### src/rtl/stb_pkg.sv
package stb_pkg;
  localparam int NDIG    = 4;
  localparam int DIG_W   = 4;
  localparam int MIN_MOD = 3;
  localparam int MAX_MOD = 10**NDIG - 1;
  localparam int MOD_W   = $clog2(MAX_MOD + 1);
  localparam int NSW     = 2;
  typedef logic [DIG_W-1:0] digit_t;
  typedef logic [MOD_W-1:0] mod_t;
endpackage

### src/rtl/bcd_modulus.sv
module bcd_modulus
  import stb_pkg::*;
#(
  parameter int ADDR_W = 3,
  parameter int DATA_W = 8
) (
  input  logic              clk,
  input  logic              rst,
  input  logic              wr_en,
  input  logic [ADDR_W-1:0] wr_addr,
  input  logic [DATA_W-1:0] wr_data,
  output logic              reload_o,
  output mod_t              mod_o
);
  digit_t dig_q [NDIG];
  digit_t dig_in;
  mod_t   acc;

  assign reload_o = wr_en && (wr_addr < ADDR_W'(NDIG));
  assign dig_in   = (wr_data > DATA_W'(9)) ? DIG_W'(9) : wr_data[DIG_W-1:0];

  always_ff @(posedge clk) begin
    if (rst) begin
      for (int i = 0; i < NDIG; i++) dig_q[i] <= '0;
    end else if (reload_o) begin
      for (int i = 0; i < NDIG; i++)
        if (wr_addr == ADDR_W'(i)) dig_q[i] <= dig_in;
    end
  end

  // decimal digits to binary, most significant digit first
  always_comb begin
    acc = '0;
    for (int i = NDIG - 1; i >= 0; i--)
      acc = acc * MOD_W'(10) + MOD_W'(dig_q[i]);
  end

  assign mod_o = (acc < MOD_W'(MIN_MOD)) ? MOD_W'(MIN_MOD) : acc;
endmodule

### src/rtl/tick_divider.sv
module tick_divider
  import stb_pkg::*;
(
  input  logic clk,
  input  logic rst,
  input  logic tick,
  input  logic reload,
  input  mod_t mod_i,
  output logic tc_o,
  output mod_t cnt_o
);
  mod_t cnt_q;
  logic at_end;

  assign at_end = (cnt_q == mod_i - 1'b1);
  assign tc_o   = tick && !reload && at_end;
  assign cnt_o  = cnt_q;

  always_ff @(posedge clk) begin
    if (rst || reload)  cnt_q <= '0;
    else if (tick) begin
      if (at_end) cnt_q <= '0;
      else        cnt_q <= cnt_q + 1'b1;
    end
  end
endmodule

### src/rtl/switch_debounce.sv
module switch_debounce #(
  parameter int DEB_TICKS = 16
) (
  input  logic clk,
  input  logic rst,
  input  logic tick,
  input  logic raw,
  output logic stable_o
);
  localparam int CW = $clog2(DEB_TICKS + 1);
  logic          s1_q, s2_q, stable_q;
  logic [CW-1:0] run_q;

  assign stable_o = stable_q;

  always_ff @(posedge clk) begin
    if (rst) begin
      s1_q     <= 1'b0;
      s2_q     <= 1'b0;
      stable_q <= 1'b0;
      run_q    <= '0;
    end else begin
      s1_q <= raw;
      s2_q <= s1_q;
      if (s2_q == stable_q) run_q <= '0;
      else if (tick) begin
        if (run_q == CW'(DEB_TICKS - 1)) begin
          stable_q <= s2_q;
          run_q    <= '0;
        end else begin
          run_q <= run_q + 1'b1;
        end
      end
    end
  end
endmodule

### src/rtl/sample_timebase.sv
module sample_timebase
  import stb_pkg::*;
#(
  parameter int DEB_TICKS = 16,
  parameter int ADDR_W    = 3,
  parameter int DATA_W    = 8,
  parameter int CLR_ADDR  = 4
) (
  input  logic              clk,
  input  logic              rst,
  input  logic              ref_tick,
  input  logic              wr_en,
  input  logic [ADDR_W-1:0] wr_addr,
  input  logic [DATA_W-1:0] wr_data,
  input  logic              sw_stop_eos,
  input  logic              sw_stop_now,
  output logic [3:0]        status_o,
  output logic              pause_o,
  output logic              abort_o
);
  logic           digit_wr;
  logic           tc;
  mod_t           mod_val;
  mod_t           cnt_val;
  logic           clr_hit, clr_req, clr_ovr;
  logic           req_q, ovr_q;
  logic [NSW-1:0] sw_raw, sw_db;

  bcd_modulus #(.ADDR_W(ADDR_W), .DATA_W(DATA_W)) u_mod (
    .clk(clk), .rst(rst), .wr_en(wr_en), .wr_addr(wr_addr),
    .wr_data(wr_data), .reload_o(digit_wr), .mod_o(mod_val)
  );

  tick_divider u_div (
    .clk(clk), .rst(rst), .tick(ref_tick), .reload(digit_wr),
    .mod_i(mod_val), .tc_o(tc), .cnt_o(cnt_val)
  );

  assign sw_raw = {sw_stop_now, sw_stop_eos};

  for (genvar g = 0; g < NSW; g++) begin : g_sw
    switch_debounce #(.DEB_TICKS(DEB_TICKS)) u_deb (
      .clk(clk), .rst(rst), .tick(ref_tick), .raw(sw_raw[g]),
      .stable_o(sw_db[g])
    );
  end

  assign clr_hit = wr_en && (wr_addr == ADDR_W'(CLR_ADDR));
  assign clr_req = clr_hit && wr_data[0];
  assign clr_ovr = clr_hit && wr_data[1];

  always_ff @(posedge clk) begin
    if (rst) begin
      req_q <= 1'b0;
      ovr_q <= 1'b0;
    end else begin
      if (tc)           req_q <= 1'b1;
      else if (clr_req) req_q <= 1'b0;
      if (tc && req_q && !clr_req) ovr_q <= 1'b1;
      else if (clr_ovr)            ovr_q <= 1'b0;
    end
  end

  assign status_o = {sw_db[1], sw_db[0], ovr_q, req_q};
  assign pause_o  = sw_db[0] && !sw_db[1];
  assign abort_o  = sw_db[0] && sw_db[1];
endmodule

### config.mk
export PLATFORM = sky130hd
export DESIGN_NAME = sample_timebase
export DESIGN_NICKNAME = d
export VERILOG_FILES = /design/src/rtl/stb_pkg.sv /design/src/rtl/bcd_modulus.sv /design/src/rtl/tick_divider.sv /design/src/rtl/switch_debounce.sv /design/src/rtl/sample_timebase.sv
export SDC_FILE = /design/constraint.sdc
export NUM_CORES = 1
export LEC_CHECK = 0
export BUFFER_PORTS_ARGS = -buffer_cell sky130_fd_sc_hd__buf_2
export CORE_MARGIN = 2
export CORE_UTILIZATION = 68
export DETAILED_ROUTE_END_ITERATION = 8
export PLACE_DENSITY_LB_ADDON = 0.1
export SLEW_MARGIN = 20
export SYNTH_ARGS = -nofsm -noshare
export SYNTH_HDL_FRONTEND = slang
export SYNTH_SLANG_ARGS = --single-unit
### constraint.sdc
create_clock -name clk -period 24.4 [get_ports clk]
set_input_delay 1.22 -clock clk [delete_from_list [all_inputs] [get_ports clk]]
set_output_delay 1.22 -clock clk [all_outputs]
set_load 0.05 [all_outputs]
==> results.py, run 1 <==
metrics = {
    "setup_path": {
        "crit_path_end_kind": "flip-flop",
        "arrival_ps": 9140,
        "start_kind": "flip-flop",
        "slowest_delay_ps": 550,
        "crit_top_cell": "ha_1",
        "slowest_stage": "xnor2_1",
        "path_class": "flip-flop to flip-flop",
        "crit_required_ps": 24580,
        "cp_max_fo": 13,
    },
    "clock_tree": {
        "htree_levels": 2,
        "cts_tree": "done",
        "clkLatencyLatePin_ps": 300,
        "root_buffer": "clkbuf_8",
        "postCtsSetupBuffers": 0,
        "cts_hold_buf": 0,
        "cts_resized": 0,
        "clock_sink_count": 48,
        "clk_pin_slew_worst_paths_ps": 90,
        "cts-buffers-inserted": 5,
        "cts_buffer_depth": 2,
    },
    "detailed_routing": {
        "antenna_left": 0,
        "drtIter0Drc": 121,
        "wl_per_cell_um": 15.4,
        "remaining_drc_errors": 0,
        "viasPerCell": 6.22,
        "first_pass_iters": 4,
        "vias": 3963,
        "routed_wl_mm": 9.84,
    },
    "synth": {
        "synth_top_area_share": 0.135,
        "yosysMostFrequentCell": "nor2_1",
        "synth_cell_type_count": 82,
        "synth_commonest_cells": "nor2_1 (62), ha_1 (50), nand2_1 (45)",
        "syn-cell-area_um2": 4740,
        "ys_seq_area_frac": 0.237,
        "syn_inst": 543,
        "ys.flop_type": "dfxtp_1",
        "synth_seq_cells": 48,
        "synth_edf_count": 16,
        "avgSynthCellArea_um2": 8.72,
        "synth-async-reset-ratio": 0,
        "synth.net_count": 616,
        "synthTopCellsByArea": "dfxtp_1 (14%), ha_1 (13%), edfxtp_1 (10%)",
        "ys_warn_count": 0,
        "synth.largest_area_cell": "dfxtp_1",
    },
    "final_layout": {
        "num-fill-cells": 530,
        "nNetsFinal": 629,
        "seq_area_um2": 1120,
        "drive_gt1_frac": 0.120,
        "multi_input_area_um2": 3420,
        "diodes": 0,
        "areaGrowthSynthToFinish_pct": 5.07,
    },
    "status": {
        "outcome": "finished, final reports clean",
    },
    "placement": {
        "post-place-ws_ps": 15510,
        "place_congestion": 0.964,
        "io_buffers": 22,
        "hpwl_mm": 7.97,
    },
    "sta": {
        "fin_ws_ps": 15440,
        "rsz0062_at_grt": "no",
        "max_slew_margin": 0.554,
        "period_needed_ps": 8960,
        "finalHoldViolCount": 0,
        "worstMarginPinSlew_ps": 665,
        "finalCritPeriodShare": 0.367,
        "finalSetupTns_ps": 0,
        "slew_violations": 0,
        "hold-worst-slack_ps": 459,
        "finalSetupViolations": 0,
        "max_freq_ghz": 0.112,
        "skew_ps": 6.95,
    },
    "floorplan": {
        "initial_core_util": 0.701,
        "die_h_um": 87.5,
        "io_pins": 23,
        "coreArea_um2": 6760,
        "die-area_um2": 7650,
        "die_w_um": 87.5,
        "rows": 30,
    },
    "global_routing": {
        "grt_usage": 0.270,
        "grt_max_degree": 20,
        "globalRoute.totalOverflow": 0,
        "grt_pass1_wl_mm": 16.9,
        "grt_pass1_vias": 3869,
        "antenna_found_initial": 0,
    },
    "min_path": {
        "hp-class": "flip-flop to flip-flop",
    },
    "run": {
        "drv_cap": 0,
    },
}
==> cell usage in the layout, fill, tap and decap left out, drive strengths merged, types with 4 or more instances in the layout <==
cell type and instances:
nand3b 4, a21o 9, o21ai 18, nand3 13
ha 50, nor3 27, a211oi 9, dfxtp 32
a31o 5, clkbuf 6, xnor2 36, and3 10
a21oi 23, edfxtp 16, xor2 28, nor2b 12
o211ai 6, fa 6, nand2 45, nand4 11
nor2 62, nand2b 5, buf 22, or2 6
and2 8, inv 25
==> kinds of logic (layout without fill, tap and decap cells) <==
kind of cell | after synthesis | after routing | share of synthesized area
xor gates and xnor gates | 66 | 66 | 0.133
buffers and inverters | 40 | 54 | 0.0407
muxes | 3 | 3 | 0.00687
DFF | 48 | 48 | 0.237
AOI/OAI and AO/OA | 107 | 107 | 0.170
adders and majority gates | 56 | 56 | 0.157
and+or+nand+nor | 223 | 223 | 0.256
==> critical path, delay by kind of cell (launching register included) <==
kind	cells	cell delay [ps]
xor+xnor	5	1240
flops	1	480
buf+inv	2	110
compound gates	6	1460
simple gates	13	3000
fa+ha+maj	8	2570
==> path summary, 6_finish.rpt <==
kind	from	endpoint	slack, ps	cells past startpoint
max	u_mod.dig_q[3][3]	u_div.cnt_o[6]	15440	34
min	g_sw[1].u_deb.s1_q	g_sw[1].u_deb.s2_q	460	1
max reg2reg	u_mod.dig_q[3][3]	u_div.cnt_o[6]	15440	34
min reg2reg	g_sw[1].u_deb.s1_q	g_sw[1].u_deb.s2_q	460	1
==> cell type report <==
cell class                 instances  share of cell area
inverter                          24              0.0181
sequential                        48               0.225
clock buffer                       6              0.0189
clock inverter                     2             0.00779
tap                               80              0.0201
timing repair buffer              22              0.0221
multi-input combinational        455               0.688
==> per-layer routing <==
metal / track usage / up-vias / share of wire
li1: - / 1995 / -
met5: 0 / - / 0
met3: 0.0294 / 19 / 0.026
met2: 0.503 / 70 / 0.51
met4: 0.0727 / 0 / 0.017
met1: 0.328 / 1879 / 0.44
==> sequential cells by signal, summed over array words and instances, names as in the netlist <==
signal	count
u_mod.dig_q	16
u_div.cnt_o	14
g_sw.u_deb.run_q	10
g_sw.u_deb.s1_q	2
g_sw.u_deb.s2_q	2
g_sw.u_deb.stable_o	2
ovr_q	1
req_q	1
==> metrics by stage <==
step / area (µm²) / utilization / std cells
after floorplan: 4740 / - / 543
after global placement: 4840 / 0.717 / 629
after detailed placement: 4840 / 0.717 / 629
after CTS: 4980 / 0.737 / 637
after global routing: 4980 / 0.737 / 637
final: 4980 / 0.737 / 637
Power of run 1 is left out: the tool's default activity adds up to more than one toggle a clock period on the data nets, which glitch-free logic cannot reach.
==> run 2, diff against run 1 <==
Settings changed: CORE_UTILIZATION 68 to 63.
Clock period 24.4 ns to 9.3 ns, I/O delays scaled along.
==> results.py, run 2 (synthesized netlist as in run 1, its figures left out) <==
metrics = {
    "sta": {
        "rsz0062_at_grt": "no",
        "slew_violations": 0,
        "period_needed_ps": 8890,
        "max_slew_margin": 0.566,
        "finalSetupViolations": 0,
        "finalHoldViolCount": 0,
        "finalSetupTns_ps": 0,
        "worstMarginPinSlew_ps": 649,
        "finalCritPeriodShare": 0.956,
        "max_freq_ghz": 0.112,
        "fin_ws_ps": 407,
        "skew_ps": 14.3,
    },
    "setup_path": {
        "crit_required_ps": 9480,
        "slowest_delay_ps": 540,
        "crit_path_end_kind": "flip-flop",
        "cp_num_buf_inv": 2,
        "cp_max_fo": 13,
        "start_kind": "flip-flop",
        "slowest_stage": "fa_1",
        "path_class": "flip-flop to flip-flop",
        "arrival_ps": 9080,
        "critPathTopFamily": "simple AND/OR/NAND/NOR gates",
        "crit_top_cell": "ha_1",
    },
    "floorplan": {
        "coreArea_um2": 7250,
        "io_pins": 23,
        "rows": 31,
        "die_w_um": 90.7,
        "die-area_um2": 8230,
        "initial_core_util": 0.653,
        "die_h_um": 90.7,
    },
    "placement": {
        "hpwl_mm": 7.95,
        "post-place-ws_ps": 434,
        "place_congestion": 0.921,
        "io_buffers": 22,
        "dp.cells": 648,
    },
    "final_layout": {
        "diodes": 0,
        "final_common_cell": "nor2_1",
        "drive_gt1_frac": 0.124,
        "num-fill-cells": 636,
        "areaGrowthSynthToFinish_pct": 6.00,
        "mostFrequentLayoutCells": "nor2_1 (62), ha_1 (50), nand2_1 (45), xnor2_1 (33), dfxtp_1 (32)",
        "nNetsFinal": 629,
        "largest-register": "u_mod.dig_q",
        "largest_reg_flops": 16,
        "instances_no_fill": 656,
    },
    "detailed_routing": {
        "antenna_left": 0,
        "first_pass_iters": 4,
        "wl_per_cell_um": 15.0,
        "vias": 3947,
        "viasPerCell": 6.02,
        "remaining_drc_errors": 0,
        "drtIter0Drc": 133,
        "routed_wl_mm": 9.86,
    },
    "global_routing": {
        "grt_pass1_wl_mm": 17.6,
        "globalRoute.totalOverflow": 0,
        "grt_pass1_vias": 4056,
        "antenna_found_initial": 0,
        "grt_max_degree": 20,
        "grt_usage": 0.253,
    },
    "clock_tree": {
        "clock_sink_count": 48,
        "clk_pin_slew_worst_paths_ps": 100,
        "clkLatencyLatePin_ps": 310,
        "htree_levels": 2,
        "cts_tree": "done",
        "root_buffer": "clkbuf_8",
        "cts-buffers-inserted": 5,
        "cts_buffer_depth": 2,
    },
    "status": {
        "outcome": "finished, final reports clean",
    },
    "min_path": {
        "hp-class": "input port to flip-flop",
    },
    "run": {
        "drv_cap": 0,
    },
}
[run 2: cell count changes in the layout (fill, tap and decap cells not counted), sizes merged]
cell	delta
bufinv	+1
clkbuf	-1
[run 2: final timing paths]
kind | startpoint | to | slack, ps | cells past startpoint
setup / recovery | u_mod.dig_q[3][3] | u_div.cnt_o[7] | 410 | 34
hold / removal | sw_stop_now | g_sw[1].u_deb.s1_q | 370 | 2
setup reg to reg | u_mod.dig_q[3][3] | u_div.cnt_o[7] | 410 | 34
hold reg to reg | g_sw[0].u_deb.s1_q | g_sw[0].u_deb.s2_q | 450 | 1
[run 2: per-stage QoR]
stage               hold slack (ps)  utilization  area, µm²
floorplan                       414            -       4740
global placement                419        0.671       4870
detailed placement              428        0.671       4870
CTS                             366        0.690       5010
global route                    381        0.692       5020
finish                          369        0.692       5020
[run 2: metal layers]
metal,vias up,wire length [µm],GRT usage
li1,1997,-,-
met5,-,0,0
met3,23,265,0.0342
met4,0,248,0.0949
met1,1863,4410,0.303
met2,64,4940,0.458
[run 2: area by class of cell]
class / count / area, µm² / area share
clock buffers: 5 / 68.8 / 0.0137
clock inverters: 3 / 68.8 / 0.0137
inverters: 24 / 90.1 / 0.0179
multi-input cells: 455 / 3440 / 0.685
flip-flops and latches: 48 / 1120 / 0.223
well taps: 99 / 124 / 0.0247
repair buffers: 22 / 110 / 0.0219
[run 2: what timing repair did]
item	4_1_cts	5_1_grt
setup buffers	0	0
endpoints found under the setup margin	0	16
hold endpoints to repair	0	0
hold buffers	0	0
gates resized for setup	0	2
Power of run 2 is left out for the same reason.
